==> config.mk <==
export PLATFORM = sky130hd
export DESIGN_NAME = fm_phase_gen
export DESIGN_NICKNAME = d
export VERILOG_FILES = /design/src/rtl/fmpg_pkg.sv /design/src/rtl/fmpg_slot_seq.sv /design/src/rtl/fmpg_detune.sv /design/src/rtl/fmpg_inc.sv /design/src/rtl/fm_phase_gen.sv
export SDC_FILE = /design/constraint.sdc
export NUM_CORES = 2
export LEC_CHECK = 0
export ABC_AREA = 1
export BUFFER_PORTS_ARGS = -buffer_cell sky130_fd_sc_hd__buf_2
export CAP_MARGIN = 0
export CORE_UTILIZATION = 64
export DETAILED_ROUTE_END_ITERATION = 8
export PLACE_DENSITY = 0.81
export SETUP_SLACK_MARGIN = 0.05
export SLEW_MARGIN = 20
export SYNTH_ARGS = -nofsm -noshare
export SYNTH_HDL_FRONTEND = slang
export SYNTH_HIERARCHICAL = 1
export SYNTH_SLANG_ARGS = --single-unit
==> constraint.sdc <==
create_clock -name clk -period 13.2 [get_ports clk]
set_input_delay 0 -clock clk [delete_from_list [all_inputs] [get_ports clk]]
set_output_delay 0 -clock clk [all_outputs]
set_load 0.03 [all_outputs]
==> src/rtl/fmpg_pkg.sv <==
package fmpg_pkg;
    localparam int NUM_SLOTS_DEF = 24;
    localparam int CH_PER_GRP    = 6;
    localparam int PHASE_W_DEF   = 20;
    localparam int FNUM_W_DEF    = 11;
    localparam int BLK_W_DEF     = 3;
    localparam int FREQ_W_DEF    = 17;
    localparam int MUL_W_DEF     = 4;
    localparam int DT_W          = 3;
    localparam int DT_ROM_W      = 8;
    localparam int DT_ROM_DEPTH  = 8;
    localparam int CLR_OFS       = 20;
    localparam int STEP_OFS      = 19;
    localparam int KC_MAX        = 28;
endpackage

==> src/rtl/fmpg_slot_seq.sv <==
module fmpg_slot_seq
    import fmpg_pkg::*;
#(
    parameter int NUM_SLOTS = NUM_SLOTS_DEF,
    parameter int CH_GRP    = CH_PER_GRP,
    parameter int CLR_OFFS  = CLR_OFS,
    parameter int STEP_OFFS = STEP_OFS,
    localparam int SLOT_W   = $clog2(NUM_SLOTS),
    localparam int CH_W     = $clog2(CH_GRP)
) (
    input  logic              clk,
    input  logic              rst_n,
    output logic [SLOT_W-1:0] slot_q_o,
    output logic [CH_W-1:0]   chan_q_o,
    output logic [SLOT_W-1:0] clr_idx_o,
    output logic [SLOT_W-1:0] step_idx_o
);
    typedef struct packed {
        logic [SLOT_W-1:0] slot;
        logic [CH_W-1:0]   chan;
    } seq_t;

    seq_t seq_d, seq_q;
    logic [SLOT_W:0] clr_sum, step_sum;

    always_comb begin
        seq_d = seq_q;
        if (seq_q.slot == SLOT_W'(NUM_SLOTS - 1)) seq_d.slot = '0;
        else                                      seq_d.slot = seq_q.slot + 1'b1;
        if (seq_q.chan == CH_W'(CH_GRP - 1) || seq_q.slot == SLOT_W'(NUM_SLOTS - 1))
            seq_d.chan = '0;
        else
            seq_d.chan = seq_q.chan + 1'b1;

        clr_sum  = {1'b0, seq_q.slot} + (SLOT_W + 1)'(CLR_OFFS);
        step_sum = {1'b0, seq_q.slot} + (SLOT_W + 1)'(STEP_OFFS);
        if (clr_sum >= (SLOT_W + 1)'(NUM_SLOTS))  clr_sum  = clr_sum  - (SLOT_W + 1)'(NUM_SLOTS);
        if (step_sum >= (SLOT_W + 1)'(NUM_SLOTS)) step_sum = step_sum - (SLOT_W + 1)'(NUM_SLOTS);
    end

    always_ff @(posedge clk) begin
        if (!rst_n) seq_q <= '0;
        else        seq_q <= seq_d;
    end

    assign slot_q_o   = seq_q.slot;
    assign chan_q_o   = seq_q.chan;
    assign clr_idx_o  = clr_sum[SLOT_W-1:0];
    assign step_idx_o = step_sum[SLOT_W-1:0];


    slot_wrap_chk: assert property (@(posedge clk) disable iff (!rst_n)
        (seq_q.slot == SLOT_W'(NUM_SLOTS - 1)) |=> (seq_q.slot == '0));

    slot_step_chk: assert property (@(posedge clk) disable iff (!rst_n)
        (seq_q.slot != SLOT_W'(NUM_SLOTS - 1)) |=> (seq_q.slot == $past(seq_q.slot) + 1'b1));

    chan_align_chk: assert property (@(posedge clk) disable iff (!rst_n)
        (seq_q.slot == '0) |-> (seq_q.chan == '0));
endmodule

==> src/rtl/fmpg_detune.sv <==
module fmpg_detune
    import fmpg_pkg::*;
#(
    parameter int BLK_W = BLK_W_DEF,
    parameter logic [DT_ROM_W-1:0] DT_ROM [DT_ROM_DEPTH] =
        '{8'd16, 8'd17, 8'd19, 8'd20, 8'd22, 8'd24, 8'd27, 8'd29},
    localparam int KC_W = BLK_W + 2,
    localparam int SUM_W = KC_W
) (
    input  logic [KC_W-1:0]     kcode_i,
    input  logic [DT_W-1:0]     dt_i,
    output logic [DT_ROM_W-1:0] amt_o
);
    logic [DT_ROM_W-1:0] rom [DT_ROM_DEPTH];

    for (genvar gi = 0; gi < DT_ROM_DEPTH; gi++) begin : g_rom
        assign rom[gi] = DT_ROM[gi];
    end

    logic [KC_W-1:0]  kc;
    logic [1:0]       term;
    logic [SUM_W-1:0] sum;
    logic [SUM_W-1:0] shamt;

    always_comb begin
        kc    = (kcode_i > KC_W'(KC_MAX)) ? KC_W'(KC_MAX) : kcode_i;
        term  = {dt_i[1], dt_i[1] & dt_i[0]};
        sum   = SUM_W'(kc[KC_W-1:2]) + SUM_W'(9) + SUM_W'(term);
        shamt = SUM_W'(9) - (sum >> 1);
        if (dt_i[1:0] == 2'b00) amt_o = '0;
        else                    amt_o = rom[{sum[0], kc[1:0]}] >> shamt;
    end
endmodule

==> src/rtl/fmpg_inc.sv <==
module fmpg_inc
    import fmpg_pkg::*;
#(
    parameter int FNUM_W  = FNUM_W_DEF,
    parameter int BLK_W   = BLK_W_DEF,
    parameter int FREQ_W  = FREQ_W_DEF,
    parameter int MUL_W   = MUL_W_DEF,
    parameter int PHASE_W = PHASE_W_DEF,
    localparam int KC_W   = BLK_W + 2,
    localparam int SHL_W  = FNUM_W + 1 + (2 ** BLK_W - 1),
    localparam int PROD_W = FREQ_W + MUL_W + 1
) (
    input  logic [FNUM_W-1:0]  fnum_i,
    input  logic [BLK_W-1:0]   block_i,
    input  logic [KC_W-1:0]    kcode_i,
    input  logic [DT_W-1:0]    dt_i,
    input  logic [MUL_W-1:0]   mul_i,
    output logic [PHASE_W-1:0] inc_o
);
    logic [DT_ROM_W-1:0] dt_amt;

    fmpg_detune #(.BLK_W(BLK_W)) u_detune (
        .kcode_i (kcode_i),
        .dt_i    (dt_i),
        .amt_o   (dt_amt)
    );

    logic [SHL_W-1:0]  shifted;
    logic [FREQ_W-1:0] base;
    logic [FREQ_W-1:0] adj;
    logic [MUL_W:0]    mulv;
    logic [PROD_W-1:0] prod;

    always_comb begin
        shifted = SHL_W'({fnum_i, 1'b0}) << block_i;
        base    = FREQ_W'(shifted >> 2);
        if (dt_i[2]) adj = base - FREQ_W'(dt_amt);
        else         adj = base + FREQ_W'(dt_amt);
        mulv    = (mul_i == '0) ? (MUL_W + 1)'(1) : {mul_i, 1'b0};
        prod    = PROD_W'(adj) * PROD_W'(mulv);
        inc_o   = prod[PHASE_W:1];
    end
endmodule

==> src/rtl/fm_phase_gen.sv <==
module fm_phase_gen
    import fmpg_pkg::*;
#(
    parameter int NUM_SLOTS = NUM_SLOTS_DEF,
    parameter int PHASE_W   = PHASE_W_DEF,
    parameter int FNUM_W    = FNUM_W_DEF,
    parameter int BLK_W     = BLK_W_DEF,
    parameter int FREQ_W    = FREQ_W_DEF,
    parameter int MUL_W     = MUL_W_DEF,
    localparam int SLOT_W   = $clog2(NUM_SLOTS),
    localparam int CH_W     = $clog2(CH_PER_GRP),
    localparam int KC_W     = BLK_W + 2
) (
    input  logic                 clk,
    input  logic                 rst_n,
    input  logic [FNUM_W-1:0]    fnum_i,
    input  logic [BLK_W-1:0]     block_i,
    input  logic [KC_W-1:0]      kcode_i,
    input  logic [DT_W-1:0]      dt_i,
    input  logic [MUL_W-1:0]     mul_i,
    input  logic [NUM_SLOTS-1:0] phase_rst_i,
    output logic [SLOT_W-1:0]    slot_o,
    output logic [CH_W-1:0]      chan_o,
    output logic [PHASE_W-1:0]   phase_o
);
    typedef struct packed {
        logic [NUM_SLOTS-1:0][PHASE_W-1:0] phase;
        logic [NUM_SLOTS-1:0][PHASE_W-1:0] inc;
    } pg_state_t;

    pg_state_t st_d, st_q;
    logic [SLOT_W-1:0]  slot_q, clr_idx, step_idx;
    logic [CH_W-1:0]    chan_q;
    logic [PHASE_W-1:0] new_inc;

    fmpg_slot_seq #(.NUM_SLOTS(NUM_SLOTS)) u_seq (
        .clk        (clk),
        .rst_n      (rst_n),
        .slot_q_o   (slot_q),
        .chan_q_o   (chan_q),
        .clr_idx_o  (clr_idx),
        .step_idx_o (step_idx)
    );

    fmpg_inc #(
        .FNUM_W  (FNUM_W),
        .BLK_W   (BLK_W),
        .FREQ_W  (FREQ_W),
        .MUL_W   (MUL_W),
        .PHASE_W (PHASE_W)
    ) u_inc (
        .fnum_i  (fnum_i),
        .block_i (block_i),
        .kcode_i (kcode_i),
        .dt_i    (dt_i),
        .mul_i   (mul_i),
        .inc_o   (new_inc)
    );

    always_comb begin
        st_d = st_q;
        if (phase_rst_i[clr_idx]) st_d.inc[clr_idx] = '0;
        if (phase_rst_i[step_idx]) st_d.phase[step_idx] = '0;
        else st_d.phase[step_idx] = st_q.phase[step_idx] + st_q.inc[step_idx];
        st_d.inc[slot_q] = new_inc;
    end

    always_ff @(posedge clk) begin
        if (!rst_n) st_q <= '0;
        else        st_q <= st_d;
    end

    assign slot_o  = slot_q;
    assign chan_o  = chan_q;
    assign phase_o = st_q.phase[slot_q];


    inc_clear_chk: assert property (@(posedge clk) disable iff (!rst_n)
        phase_rst_i[clr_idx] |=> (st_q.inc[$past(clr_idx)] == '0));

    phase_zero_chk: assert property (@(posedge clk) disable iff (!rst_n)
        phase_rst_i[step_idx] |=> (st_q.phase[$past(step_idx)] == '0));

    phase_acc_chk: assert property (@(posedge clk) disable iff (!rst_n)
        !phase_rst_i[step_idx] |=> (st_q.phase[$past(step_idx)] ==
            PHASE_W'($past(st_q.phase[step_idx]) + $past(st_q.inc[step_idx]))));

    inc_store_chk: assert property (@(posedge clk) disable iff (!rst_n)
        1'b1 |=> (st_q.inc[$past(slot_q)] == $past(new_inc)));
endmodule

==> results.md <==
- # hold bufs at CTS: 1
- Type of the worst setup path: flip-flop to flip-flop
- Fmax: 117 MHz
- Clk_lat worst skew: 730 ps
- Post-synth cell types: 57
- CTS sink cnt: 968
- Worst Setup EP: st_q[776]$_SDFFE_PN0P_
- Post-synthesis sequential element count: 968
- Critical Path Max Stage Delay: 810 ps
- Wirelength per Cell: 22.5 um
- CP endpoint kind: flip-flop
- Final Wtd Congestion: 1.03
- Vias in the first global route: 54200
- DRT iter0 DRCs: 10100
- Reg2Reg Depth: 25
- DRT antenna net count: 0
- Die Y: 297 um
- Pleak: 27.1 nW
- Clock Path Buffers: 3
- Origin of the worst setup path: u_seq/slot_q_o[0]$_SDFF_PP0_
- Pre-Repair DR Iteration Count: 9
- Root buffer cell: clkbuf_16
- Post-Layout Cell Count: 9214
- Final min period: 8510 ps
- I/O pin count: 80
- Post-Synthesis Cells: 8364
- Yosys top cell area share: 0.347
- Crit Path Max Fanout: 60
- Hold Fails Final Rpt: 0
- Setup TNS Final: 0 ps
- Rel. slew slack: 0.0885
- EDFF count, synth: 0
- Status: finished with violations
- Final Cycle Share: 0.645
- Post-CTS Setup Repair Bufs: 0
- CTS tree: yes
- Slew at the pin closest to its max-slew limit: 1370 ps
- WP data required: 13810 ps
- Num rows: 107
- Gr usage total: 0.448
- Max-slew violations: 0
- Vias: 59100
- Power density cells: 192 nW/um^2
- Synth area leaders: dfxtp_1 (35%), nand2_1 (20%), inv_1 (6.3%), nand3_1 (5.5%), a22oi_1 (4.9%)
- Stages on worst setup path: 25
- Placed insts: 9023
- Reg2Reg Setup Slack: 4690 ps
- Final Core Density: 0.695
- Syn. warnings: 6
- Die ar.: 88500 sq um
- GR Overflow Total: 0
- FFs w/ async S/R, synth: 0
- Die span in x: 297 um
- Seq/Total Area, Yosys: 0.347
- Setup crit start kind: flip-flop
- H-tree levels: 3
- Worst vdd ir: 690 uV
- Max_cap viols: 0
- Pin count of the biggest net entering global routing: 226
- Crit path DAT: 9120 ps
- Crit-path slowest cell: dfxtp_1
- Clock transition at path regs: 70 ps
- HP Class: input port to flip-flop
- Ys flop type: dfxtp_1
- Starting Density: 0.651
- RSZ-0062 raised after global routing: false
- Core area: 85800 sq um
- CTS buffer count: 103
- # port buffers: 79
- Final setup violation count: 0
- Initial antenna violation count: 12
- Area leader, netlist: dfxtp_1
- Syn avg cell area: 6.68 sq um
- Failing checks: design-rule violations
- Buf/Inv on CP: 8
- Vias per std cell: 6.42
- Synth-to-Final Area Change: 6.77%
- Nets: 8165
- Reg2reg start: u_seq/slot_q_o[0]$_SDFF_PP0_
- Most used cell, CP: nand2_1
- Detail Placement HPWL: 126 mm
- Synthesized area: 55900 sq um
- Min-delay src: phase_rst_i[18]
- Clk_skew: 38.1 ps
- Worst flop-to-flop path endpoint: st_q[776]$_SDFFE_PN0P_
- Top delay family on crit path: buffers and inverters
- First-pass GRT wire length: 313 mm
- Cts repair resizes: 0
- Fraction of layout cells with a size suffix above 1: 0.0657
- DRC violations left: 11
- Drt total wl: 207 mm
[layout make-up]
class	count	area [sq um]
Fill cell	7266	26200
Clock buffer	156	3110
Clock inverter	30	444
Inverter	959	3610
Sequential cell	968	19400
Antenna cell	3	7.51
Multi-Input combinational cell	5760	30300
Tap cell	1144	1430
Timing Repair Buffer	194	1350
[report_power, final]
group          switching (mW)  internal [mW]  leakage [nW]
logic                    4.22           1.11          17.6
clock network            1.28           1.80          1.75
registers              0.0569           3.01          7.80
[metal layers]
layer | wire, um | vias to the layer above | global-route usage
met5 | 144 | - | 0.00162
met4 | 12600 | 18 | 0.248
met3 | 34100 | 872 | 0.161
met2 | 83500 | 4538 | 0.633
met1 | 76800 | 27200 | 0.589
li1 | - | 26500 | -
[worst min-delay path, delay by kind of cell]
kind	cells	cell delay, ps
and+or+nand+nor	7	640
buffers and inverters	2	120
AOI/OAI and AO/OA	1	50
[per-stage QoR]
step           setup WS (ps)  total power, mW  hold slack [ps]  instance area (sq um)
3_3_place_gp            5010             7.99              446                  56100
2_1_floorplan           6110             5.90              184                  55900
6_report                4690             11.5              115                  59700
3_5_place_dp            4780             8.02              455                  56100
5_1_grt                 4670             11.7              184                  59600
4_1_cts                 5280             11.0             97.2                  59600
[worst min-delay path by stage]
stage,end,slack (ps),cells after the start
2_1_floorplan,u_seq/chan_q_o[1]$_SDFF_PP0_,180,2
3_3_place_gp,u_seq/chan_q_o[0]$_SDFF_PP0_,450,1
3_5_place_dp,st_q[763]$_SDFFE_PN0P_,460,2
4_1_cts,st_q[71]$_SDFFE_PN0P_,100,10
5_1_grt,st_q[71]$_SDFFE_PN0P_,180,10
6_report,st_q[71]$_SDFFE_PN0P_,110,10
[cell usage after synthesis (12+ instances only)]
cell type / instances
nor3_1: 18
nor2_1: 218
a21oi_2: 22
nand4_1: 91
fa_1: 47
inv_2: 18
xnor2_1: 12
buf_6: 25
nand3_1: 610
dfxtp_1: 968
ha_1: 80
o21ai_0: 89
buf_1: 54
buf_2: 96
clkbuf_1: 456
o221ai_1: 224
nand2_1: 2948
buf_4: 47
inv_1: 934
nand3b_1: 84
a22o_1: 186
a21oi_1: 545
a22oi_1: 364
nor2_4: 21
nand3_2: 26
xor2_1: 34
o22ai_1: 12
[cell usage in the layout (no fill, tap or decap), types with 79 or more instances in the layout]
master and n:
a21oi_1 545, a22o_1 186, a22oi_1 364, buf_4 108, clkbuf_16 103, dfxtp_1 968, ha_1 79, inv_1 931
nand2_1 2944, nand3_1 610, nand3b_1 84, nand4_1 91, nor2_1 214, o21ai_0 89, o221ai_1 224
[state kept, by name, indices dropped and copies added, names as in the netlist]
| register | flops |
|---|---|
| st_q | 960 |
| u_seq/chan_q_o | 3 |
| u_seq/slot_q_o | 5 |
[cell families after synthesis]
kind of cell / synth area share
other: 0.0000671
AND/OR/NAND/NOR: 0.306
XOR/XNOR: 0.00808
flip-flops: 0.347
adder cells (fa/ha/maj): 0.0348
AO/OA/AOI/OAI: 0.185
multiplexers: 0.000717
buffers and inverters: 0.119
Power figures use the tool's default switching activity.
